[src/rtl/cic_pkg.sv]
package cic_pkg;
    typedef enum logic [1:0] {
        ST_IDLE    = 2'd0,
        ST_CASCADE = 2'd1,
        ST_VECTOR  = 2'd2
    } ack_state_t;
endpackage

[src/rtl/cic_prio_enc.sv]
// Fixed-priority encoder: lowest set index wins, all-zero input yields N-1.
module cic_prio_enc #(
    parameter int N  = 8,
    parameter int IW = $clog2(N)
) (
    input  logic [N-1:0]  req,
    output logic          any,
    output logic [IW-1:0] idx
);
    always_comb begin
        any = |req;
        idx = IW'(N - 1);
        for (int i = N - 1; i >= 0; i--) begin
            if (req[i]) idx = IW'(i);
        end
    end
endmodule

[src/rtl/cic_slave.sv]
// One second-level unit: captures its lines on freeze, supplies a vector when chip-selected.
module cic_slave #(
    parameter int LINES   = 8,
    parameter int NSLOTS  = 8,
    parameter int SLOT    = 0,
    parameter int BASE_W  = 5,
    parameter int BASE0   = 4,
    parameter int LW      = $clog2(LINES),
    parameter int SW      = $clog2(NSLOTS),
    parameter int VW      = BASE_W + LW
) (
    input  logic             clk,
    input  logic             rst_n,
    input  logic [LINES-1:0] req,
    input  logic             freeze,
    input  logic             load,
    input  logic             release_i,
    input  logic [SW-1:0]    cas_addr,
    output logic             int_out,
    output logic             vec_valid,
    output logic [VW-1:0]    vec_data
);
    localparam logic [BASE_W-1:0] MY_BASE = BASE_W'(BASE0 + SLOT);

    logic [LINES-1:0] frz_q;
    logic             frozen_q;
    logic [LINES-1:0] eff_req;
    logic             any_req;
    logic [LW-1:0]    win_line;
    logic             chip_sel;
    logic             vec_v_q;
    logic [VW-1:0]    vec_q;

    assign eff_req  = frozen_q ? frz_q : req;
    assign chip_sel = (cas_addr == SW'(SLOT));

    cic_prio_enc #(.N(LINES), .IW(LW)) u_enc (
        .req (eff_req),
        .any (any_req),
        .idx (win_line)
    );

    always_ff @(posedge clk or negedge rst_n) begin
        if (!rst_n) begin
            frz_q    <= '0;
            frozen_q <= 1'b0;
            vec_v_q  <= 1'b0;
            vec_q    <= '0;
        end else if (release_i) begin
            frz_q    <= '0;
            frozen_q <= 1'b0;
            vec_v_q  <= 1'b0;
            vec_q    <= '0;
        end else begin
            if (freeze) begin
                frz_q    <= req;
                frozen_q <= 1'b1;
            end
            if (load && chip_sel) begin
                vec_q   <= {MY_BASE, win_line};
                vec_v_q <= 1'b1;
            end
        end
    end

    assign int_out   = any_req;
    assign vec_valid = vec_v_q;
    assign vec_data  = vec_q;

    // captured lines stay fixed until release
    assert_frozen_hold_R3: assert property (@(posedge clk) disable iff (!rst_n)
        (frozen_q && !release_i) |=> $stable(frz_q));

    // a vector is only loaded by the slave the cascade bus addressed
    assert_chip_select_R6: assert property (@(posedge clk) disable iff (!rst_n)
        $rose(vec_v_q) |-> ($past(cas_addr) == SW'(SLOT)));
endmodule

[src/rtl/cic_master.sv]
// First-level unit and acknowledge sequencer.
module cic_master #(
    parameter int NSLOTS = 8,
    parameter int SW     = $clog2(NSLOTS)
) (
    input  logic              clk,
    input  logic              rst_n,
    input  logic [NSLOTS-1:0] slave_int,
    input  logic              ack,
    output logic              cpu_int,
    output logic              cas_valid,
    output logic [SW-1:0]     cas_addr,
    output logic              freeze,
    output logic              load,
    output logic              release_o
);
    import cic_pkg::*;

    ack_state_t    state_q, state_d;
    logic          any_slave;
    logic [SW-1:0] win_slave;
    logic [SW-1:0] cas_q;
    logic          cas_v_q;

    cic_prio_enc #(.N(NSLOTS), .IW(SW)) u_enc (
        .req (slave_int),
        .any (any_slave),
        .idx (win_slave)
    );

    always_comb begin
        state_d = state_q;
        unique case (state_q)
            ST_IDLE:    if (ack) state_d = ST_CASCADE;
            ST_CASCADE: if (ack) state_d = ST_VECTOR;
            ST_VECTOR:  state_d = ST_IDLE;
            default:    state_d = ST_IDLE;
        endcase
    end

    always_ff @(posedge clk or negedge rst_n) begin
        if (!rst_n) state_q <= ST_IDLE;
        else        state_q <= state_d;
    end

    always_ff @(posedge clk or negedge rst_n) begin
        if (!rst_n) begin
            cas_q   <= '0;
            cas_v_q <= 1'b0;
        end else if (release_o) begin
            cas_q   <= '0;
            cas_v_q <= 1'b0;
        end else if (freeze) begin
            cas_q   <= win_slave;
            cas_v_q <= 1'b1;
        end
    end

    always_comb begin
        freeze    = 1'b0;
        load      = 1'b0;
        release_o = 1'b0;
        cpu_int   = 1'b0;
        unique case (state_q)
            ST_IDLE: begin
                freeze  = ack;
                cpu_int = any_slave;
            end
            ST_CASCADE: load      = ack;
            ST_VECTOR:  release_o = 1'b1;
            default:    ;
        endcase
        cas_valid = cas_v_q;
        cas_addr  = cas_v_q ? cas_q : '0;
    end

    // the cascade address is published for the whole sequence
    assert_cas_held_R4: assert property (@(posedge clk) disable iff (!rst_n)
        (state_q != ST_IDLE) |-> cas_v_q);

    // the vector state lasts one cycle and releases the cascade bus
    assert_release_R10: assert property (@(posedge clk) disable iff (!rst_n)
        (state_q == ST_VECTOR) |=> (state_q == ST_IDLE && !cas_v_q));

    // the cascade address does not move while published
    assert_cas_stable_R4: assert property (@(posedge clk) disable iff (!rst_n)
        (state_q == ST_CASCADE) |=> $stable(cas_q));
endmodule

[src/rtl/cic_cascade.sv]
module cic_cascade #(
    parameter int NUM_SLAVES      = 8,
    parameter int LINES           = 8,
    parameter int BASE_W          = 5,
    parameter int VEC_BASE_ORIGIN = 4
) (
    input  logic                               clk,
    input  logic                               rst_n,
    input  logic [NUM_SLAVES*LINES-1:0]        irq_req,
    input  logic                               ack_strobe,
    output logic                               cpu_int,
    output logic                               cas_valid,
    output logic [$clog2(NUM_SLAVES)-1:0]      cas_addr,
    output logic                               vec_valid,
    output logic [BASE_W+$clog2(LINES)-1:0]    vec_data
);
    localparam int SW = $clog2(NUM_SLAVES);
    localparam int LW = $clog2(LINES);
    localparam int VW = BASE_W + LW;

    logic [NUM_SLAVES-1:0] slave_int;
    logic [NUM_SLAVES-1:0] slave_vv;
    logic [VW-1:0]         slave_vec [NUM_SLAVES];
    logic                  freeze, load, release_p;

    cic_master #(.NSLOTS(NUM_SLAVES), .SW(SW)) u_master (
        .clk       (clk),
        .rst_n     (rst_n),
        .slave_int (slave_int),
        .ack       (ack_strobe),
        .cpu_int   (cpu_int),
        .cas_valid (cas_valid),
        .cas_addr  (cas_addr),
        .freeze    (freeze),
        .load      (load),
        .release_o (release_p)
    );

    for (genvar s = 0; s < NUM_SLAVES; s++) begin : g_slave
        cic_slave #(
            .LINES  (LINES),
            .NSLOTS (NUM_SLAVES),
            .SLOT   (s),
            .BASE_W (BASE_W),
            .BASE0  (VEC_BASE_ORIGIN),
            .LW     (LW),
            .SW     (SW),
            .VW     (VW)
        ) u_slave (
            .clk       (clk),
            .rst_n     (rst_n),
            .req       (irq_req[s*LINES +: LINES]),
            .freeze    (freeze),
            .load      (load),
            .release_i (release_p),
            .cas_addr  (cas_addr),
            .int_out   (slave_int[s]),
            .vec_valid (slave_vv[s]),
            .vec_data  (slave_vec[s])
        );
    end

    always_comb begin
        vec_data = '0;
        for (int s = 0; s < NUM_SLAVES; s++) vec_data |= slave_vec[s];
    end
    assign vec_valid = |slave_vv;

    // at most one slave drives the vector
    assert_single_source_R6: assert property (@(posedge clk) disable iff (!rst_n)
        $onehot0(slave_vv));

    // vector bus quiet when not valid
    assert_vec_zero_R9: assert property (@(posedge clk) disable iff (!rst_n)
        !vec_valid |-> (vec_data == '0));

    // a vector only appears while a cascade address is published
    assert_vec_in_seq_R7: assert property (@(posedge clk) disable iff (!rst_n)
        vec_valid |-> cas_valid);

    // no processor interrupt while a vector is out
    assert_quiet_int_R11: assert property (@(posedge clk) disable iff (!rst_n)
        (cas_valid || vec_valid) |-> !cpu_int);
endmodule

[config.mk]
export PLATFORM = sky130hd
export DESIGN_NAME = cic_cascade
export DESIGN_NICKNAME = d
export VERILOG_FILES = /design/src/rtl/cic_pkg.sv /design/src/rtl/cic_prio_enc.sv /design/src/rtl/cic_slave.sv /design/src/rtl/cic_master.sv /design/src/rtl/cic_cascade.sv
export SDC_FILE = /design/constraint.sdc
export NUM_CORES = 1
export LEC_CHECK = 0
export BUFFER_PORTS_ARGS = -buffer_cell sky130_fd_sc_hd__buf_4
export CAP_MARGIN = 20
export CORE_ASPECT_RATIO = 0.75
export CORE_MARGIN = 2
export CORE_UTILIZATION = 44
export CTS_CLUSTER_DIAMETER = 60
export DETAILED_ROUTE_END_ITERATION = 12
export MAX_ROUTING_LAYER = met4
export PLACE_DENSITY = 0.63
export SLEW_MARGIN = 20
export SYNTH_ARGS = -nofsm -noshare
export SYNTH_HDL_FRONTEND = slang
export SYNTH_SLANG_ARGS = --single-unit
[constraint.sdc]
create_clock -name clk -period 4.2 [get_ports clk]
set_input_delay 0.42 -clock clk [delete_from_list [all_inputs] [get_ports clk]]
set_output_delay 0.42 -clock clk [all_outputs]
set_load 0.03 [all_outputs]
[Yosys cells after proc, flatten, opt, wreduce, memory -nomap -nowiden]
Index checks and enable logic that the tools add are counted.
Word-level totals
  register bits: 142
  output and inout bits: 14
Operators by class
  equality and inequality tests: 11
  mux-type cells: 131
  bitwise logic cells: 7
  reductions and logical operators: 29
Operator list (count)
  2-to-1 mux 8 bit: 40
  2-to-1 mux 3 bit: 57
  OR reduction 64 bit: 1
  OR reduction 8 bit: 8
  bitwise OR 8 bit: 7
  2-to-1 mux 1 bit: 31
  nonzero test 2 bit: 9
  equality test 3 bit, second input constant: 4
  logical AND 1 bit: 8
  equality test 3 x 2 -> 1 bit, second input constant: 2
  2-to-1 mux 2 bit: 2
  inequality test 2 bit, second input constant: 2
  case mux 2 bit (2 select lines): 1
  equality test 3 x 1 -> 1 bit, second input constant: 1
  logical NOT 3 bit: 1
  equality test 2 x 1 -> 1 bit, second input constant: 1
  equality test 2 bit, second input constant: 1
  logical NOT 2 bit: 1
  AND reduction 2 bit: 1

[Depth between registers and ports, before layout]
  word-level depth: 11
  gate-level depth with buffers: 9
  depth with buffers taken out: 6

[Modules after synthesis]
From an unflattened synthesis, not the netlist that was laid out.
Unflattened totals
  cell total of the unflattened synthesis: 636
  area total of the unflattened synthesis: 6602.6 µm²
By module, submodules not included
  cic_slave at g_slave[1].u_slave ...: times used 3, cells each 59, area an instance 691.9 µm², seq. area each 325.3 µm²
  cic_slave at g_slave[3].u_slave ...: times used 3, cells each 60, area an instance 690.7 µm², seq. area each 325.3 µm²
  cic_slave at g_slave[7].u_slave: times used 1, cells each 60, area an instance 728.2 µm², seq. area each 325.3 µm²
  cic_slave at g_slave[0].u_slave: times used 1, cells each 59, area an instance 690.7 µm², seq. area each 325.3 µm²
  cic_prio_enc: times used 9, cells each 11, area an instance 61.3 µm², seq. area each 0.0 µm²
  cic_master: times used 1, cells each 34, area an instance 337.8 µm², seq. area each 150.1 µm²
  cic_cascade: times used 1, cells each 27, area an instance 146.4 µm², seq. area each 0.0 µm²

[Worst setup path before layout]
OpenSTA, ideal clock, no wires.
  path type: register to output
  from: reg g_slave[5].u_slave.frozen_q
  to: out cpu_int
  arrival: 2249 ps
  data required time: 3780 ps
  path slack: 1531 ps
  cell stages (with the launch flop): 7
  path through: dfrtp_1 buf_6 o32ai_4 o21ai_1 or3_1 or4_4 o31a_1
Between the ends
  cells in the longest elaborated chain, start to end: 3
  elaborated cells on any way between the ends: 10
  those cells by class: 9 x mux; 1 x reduce/logical
RTL lines
  start, declared: line cic_slave.sv:26  | logic frozen_q;
  start signal, assigned: line cic_slave.sv:46  | frozen_q <= 1'b0;
  start signal, assigned: line cic_slave.sv:51  | frozen_q <= 1'b0;
  start signal, assigned: line cic_slave.sv:57  | frozen_q <= 1'b1;
  2-to-1 mux 8 bit
  OR reduction 64 bit *: line cic_prio_enc.sv:11  | any = |req;
  2-to-1 mux 1 bit *: line cic_master.sv:64  | unique case (state_q)
  end, declared: line cic_cascade.sv:11  | output logic cpu_int,
Every way passes the cells marked *; elsewhere a longest branch is shown, timed or not.

[Worst setup path after layout]
Ends and elaborated chain as after synthesis.

==> results.sh <==
export IMPL_critPathRequiredTime_ns=3.78
export IMPL_swShare_pct=38.93
export IMPL_grt_antenna_before_repair=0
export IMPL_yosys_warnings=0
export IMPL_grt_usage_pct=22.58
export IMPL_clkPwrFrac_pct=22.7
export IMPL_p_leak_nw=2.801
export IMPL_syn_to_final_growth_pct=19.49
export IMPL_finalWorstSetupSlack_ns=0.5547
export IMPL_tns_ns=0
export IMPL_r2r_end="u_master.cas_q[2]$_DFFE_PN0P_"
export IMPL_drc=0
export IMPL_yosysTopAreaCellShare_pct=50.45
export IMPL_fp_coreArea_um2=11070
export IMPL_syn_nets=681
export IMPL_drtAntennaViolNets=0
export IMPL_grt_pass1_vias=4294
export IMPL_grt_max_degree=125
export IMPL_dr_pass1_iters=5
export IMPL_syn_area_per_cell_um2=8.241
export IMPL_synth_edff_count=0
export IMPL_p_int_mw=2.403
export IMPL_ios=81
export IMPL_synthCells=614
export IMPL_fmaxAchievable_mhz=274.3
export IMPL_yosysSeqAreaShare_pct=50.45
export IMPL_cts_tree="done"
export IMPL_place_detailed_hpwl_um=9065
export IMPL_cts_resized=0
export IMPL_p_switching_mw=1.532
export IMPL_critPathSlowestCell="dfrtp_2"
export IMPL_r2r_start="g_slave[5].u_slave.frozen_q$_DFFE_PN0P_"
export IMPL_cp_top_family="flip-flops"
export IMPL_crit_buf_inv=2
export IMPL_initial_core_util_pct=45.73
export IMPL_clkTransAtPathRegs_ns=0.07
export IMPL_routabilityCongestion=0.8544
export IMPL_power_share_sequential_pct=40.6
export IMPL_num_nets_final=736
export IMPL_cp_arrival_ns=3.23
export IMPL_synth_area_top_cells="dfrtp_1, nand2_1, o21ai_0"
export IMPL_antenna_cells=0
export IMPL_cap_violations=0
export IMPL_rsz0062_at_grt="false"
export IMPL_clk_latency_ns=0.34
export IMPL_drt_total_wl_um=13220
export IMPL_yosys_most_used_dff="dfrtp_1"
export IMPL_route_vias_total=4492
export IMPL_crit_path_cell_trace="buf_4 -> nor3b_1 -> o22ai_1 -> nor3_1 -> nand2_1 -> o31a_1 -> buf_4"
export IMPL_r2r_slack_ns=1.43
export IMPL_die_h_um=96.87
export IMPL_ys_ff_latch=102
export IMPL_grt_overflow_total=0
export IMPL_startpoint_type="register"
export IMPL_r2r_cells=6
export IMPL_synth_area_um2=5060
export IMPL_slew_viol_final=0
export IMPL_post_cts_setup_buffers=0
export IMPL_hold_ws_ns=0.1159
export IMPL_setup_viol=0
export IMPL_hold_path_class="input port to async pin"
export IMPL_vias_per_cell=5.518
export IMPL_wl_per_cell_um=16.23
export IMPL_cts_made_buffers=9
export IMPL_die_width_um=127.8
export IMPL_cp_max_fo=46
export IMPL_critical_path_most_common_cell="buf_4"
export IMPL_finalCritPeriodShare_pct=86.79
export IMPL_criticalPathCategory="register to output pin"
export IMPL_htreeDepth=3
export IMPL_synth_largest_area_cell="dfrtp_1"
export IMPL_finClkSkew_ns=0.008443
export IMPL_hold_viol=0
export IMPL_synth_distinct_cells=44
export IMPL_slew_headroom_pct=41.84
export IMPL_ctsHoldBuffers=0
export IMPL_grt_pass1_wl_um=21750
export IMPL_dp_slack_ns=0.9333
export IMPL_power_frac_comb_pct=36.8
export IMPL_dieArea_um2=12380
export IMPL_drt_iter0_markers=298
export IMPL_fp_row_count=33
export IMPL_fin_crit_ns=3.645
export IMPL_portBuffers=79
export IMPL_cts_max_path_buffers=2
export IMPL_vdd_drop_max_mv=0.3410
export IMPL_critPathMaxStageDelay_ns=0.93
export IMPL_power_density_nw_per_um2=650.7
export IMPL_cts_root_buf="clkbuf_16"
export IMPL_drive_gt1_share_pct=15.88
export IMPL_status="complete, no violations"
export IMPL_cts_sinks=102
export IMPL_endpoint_kind="output pin"
export IMPL_tightest_slew_ns=0.8724
export IMPL_async_flop_share_pct=100.0
-- power by group through the flow --
stage	logic [mW]	clock network, mW	registers (mW)
after CTS	1.43	0.912	1.59
final	1.45	0.893	1.60
after global placement	1.38	0	1.60
after global routing	1.63	0.945	1.65
after detailed placement	1.43	0	1.61
after floorplan	1.09	0	1.49
-- cell usage in the layout (no fill, tap or decap), drive strengths merged, types with 2 or more instances in the layout --
cell	n
a211o	2
a211oi	5
a21oi	41
a31oi	2
and2	3
buf	84
bufinv	2
clkbuf	12
clkinv	2
dfrtp	102
inv	16
mux2i	2
nand2	152
nand2b	6
nand3	15
nor2	54
nor2b	4
nor3	27
nor3b	11
nor4	12
o21ai	65
o21bai	3
o22ai	2
o31ai	15
o32ai	5
o41ai	3
or2	2
or3	7
or4	7
-- kinds of logic after synthesis --
| logic type | share of synthesized area (%) |
|---|---|
| other | 0.07411 |
| AOI/OAI and AO/OA | 17.36 |
| DFF | 50.45 |
| buffers and inverters | 4.550 |
| xor gates and xnor gates | 0.1731 |
| muxes | 0.3957 |
| and+or+nand+nor | 27.00 |
-- worst max path at each step --
stage / from / endpoint / slack [ns] / depth (start not counted)
floorplan: g_slave[5].u_slave.frozen_q$_DFFE_PN0P_ / cpu_int / 1.53 / 6
global placement: g_slave[5].u_slave.frozen_q$_DFFE_PN0P_ / cpu_int / 1.03 / 7
detailed placement: g_slave[5].u_slave.frozen_q$_DFFE_PN0P_ / cpu_int / 0.93 / 7
CTS: g_slave[5].u_slave.frozen_q$_DFFE_PN0P_ / cpu_int / 0.55 / 7
global route: g_slave[5].u_slave.frozen_q$_DFFE_PN0P_ / cpu_int / 0.30 / 7
finish: g_slave[5].u_slave.frozen_q$_DFFE_PN0P_ / cpu_int / 0.55 / 7
-- per-layer routing --
metal | share of wire (%) | track usage (%) | wire [um] | vias to the layer above
met4 | 0.86 | 5.410 | 114 | 0
met1 | 51 | 33.66 | 6695 | 2141
met5 | 0 | - | 0 | -
li1 | - | - | - | 2224
met2 | 44 | 31.72 | 5755 | 118
met3 | 4.9 | 4.425 | 650 | 9
-- flip-flops by register name (all words and copies together) (netlist names) --
| register | count |
|---|---|
| g_slave.u_slave.frozen_q | 1 |
| g_slave.u_slave.frz_q | 64 |
| g_slave.u_slave.vec_data | 31 |
| g_slave.u_slave.vec_valid | 1 |
| u_master.cas_q | 3 |
| u_master.state_q | 2 |
-- worst register-to-register path, cell delays in order (launching register included) --
cell	delay, ns
dfrtp_2	0.93
buf_4	0.43
nor3b_1	0.33
o22ai_1	0.17
nor3_1	0.38
nand2_1	0.15
o31ai_1	0.28
-- final cells by class --
type                            count  area [um^2]
Inverter                           16        60.06
Sequential cell                   102         2554
Clock inverter                      4        70.07
Fill cell                        1072         5020
Multi-Input combinational cell    456         2290
Clock buffer                       12        246.5
Timing Repair Buffer               84        650.6
Tap cell                          140        175.2
-- through the flow --
stage / util, % / power (mW) / cell area, um^2 / cells
after global placement: 51.53 / 2.982 / 5702 / 797
after CTS: 54.39 / 3.940 / 6018 / 813
after global routing: 54.64 / 4.226 / 6046 / 814
after detailed placement: 51.53 / 3.038 / 5702 / 797
final: 54.64 / 3.934 / 6046 / 814
after floorplan: - / 2.581 / 5060 / 614
-- cell usage after synthesis (5+ instances only) --
cell / number
nor2_1: 54
or3_1: 7
nor3_1: 27
or4_1: 6
clkbuf_1: 26
nor4_1: 12
a21oi_1: 41
dfrtp_1: 102
inv_1: 16
nand2_1: 152
o31ai_1: 15
nor3b_1: 11
nand3_1: 15
buf_1: 7
a211oi_1: 5
o21ai_0: 64
nand2b_1: 6
Note: power is estimated with default switching activity, not from simulation.
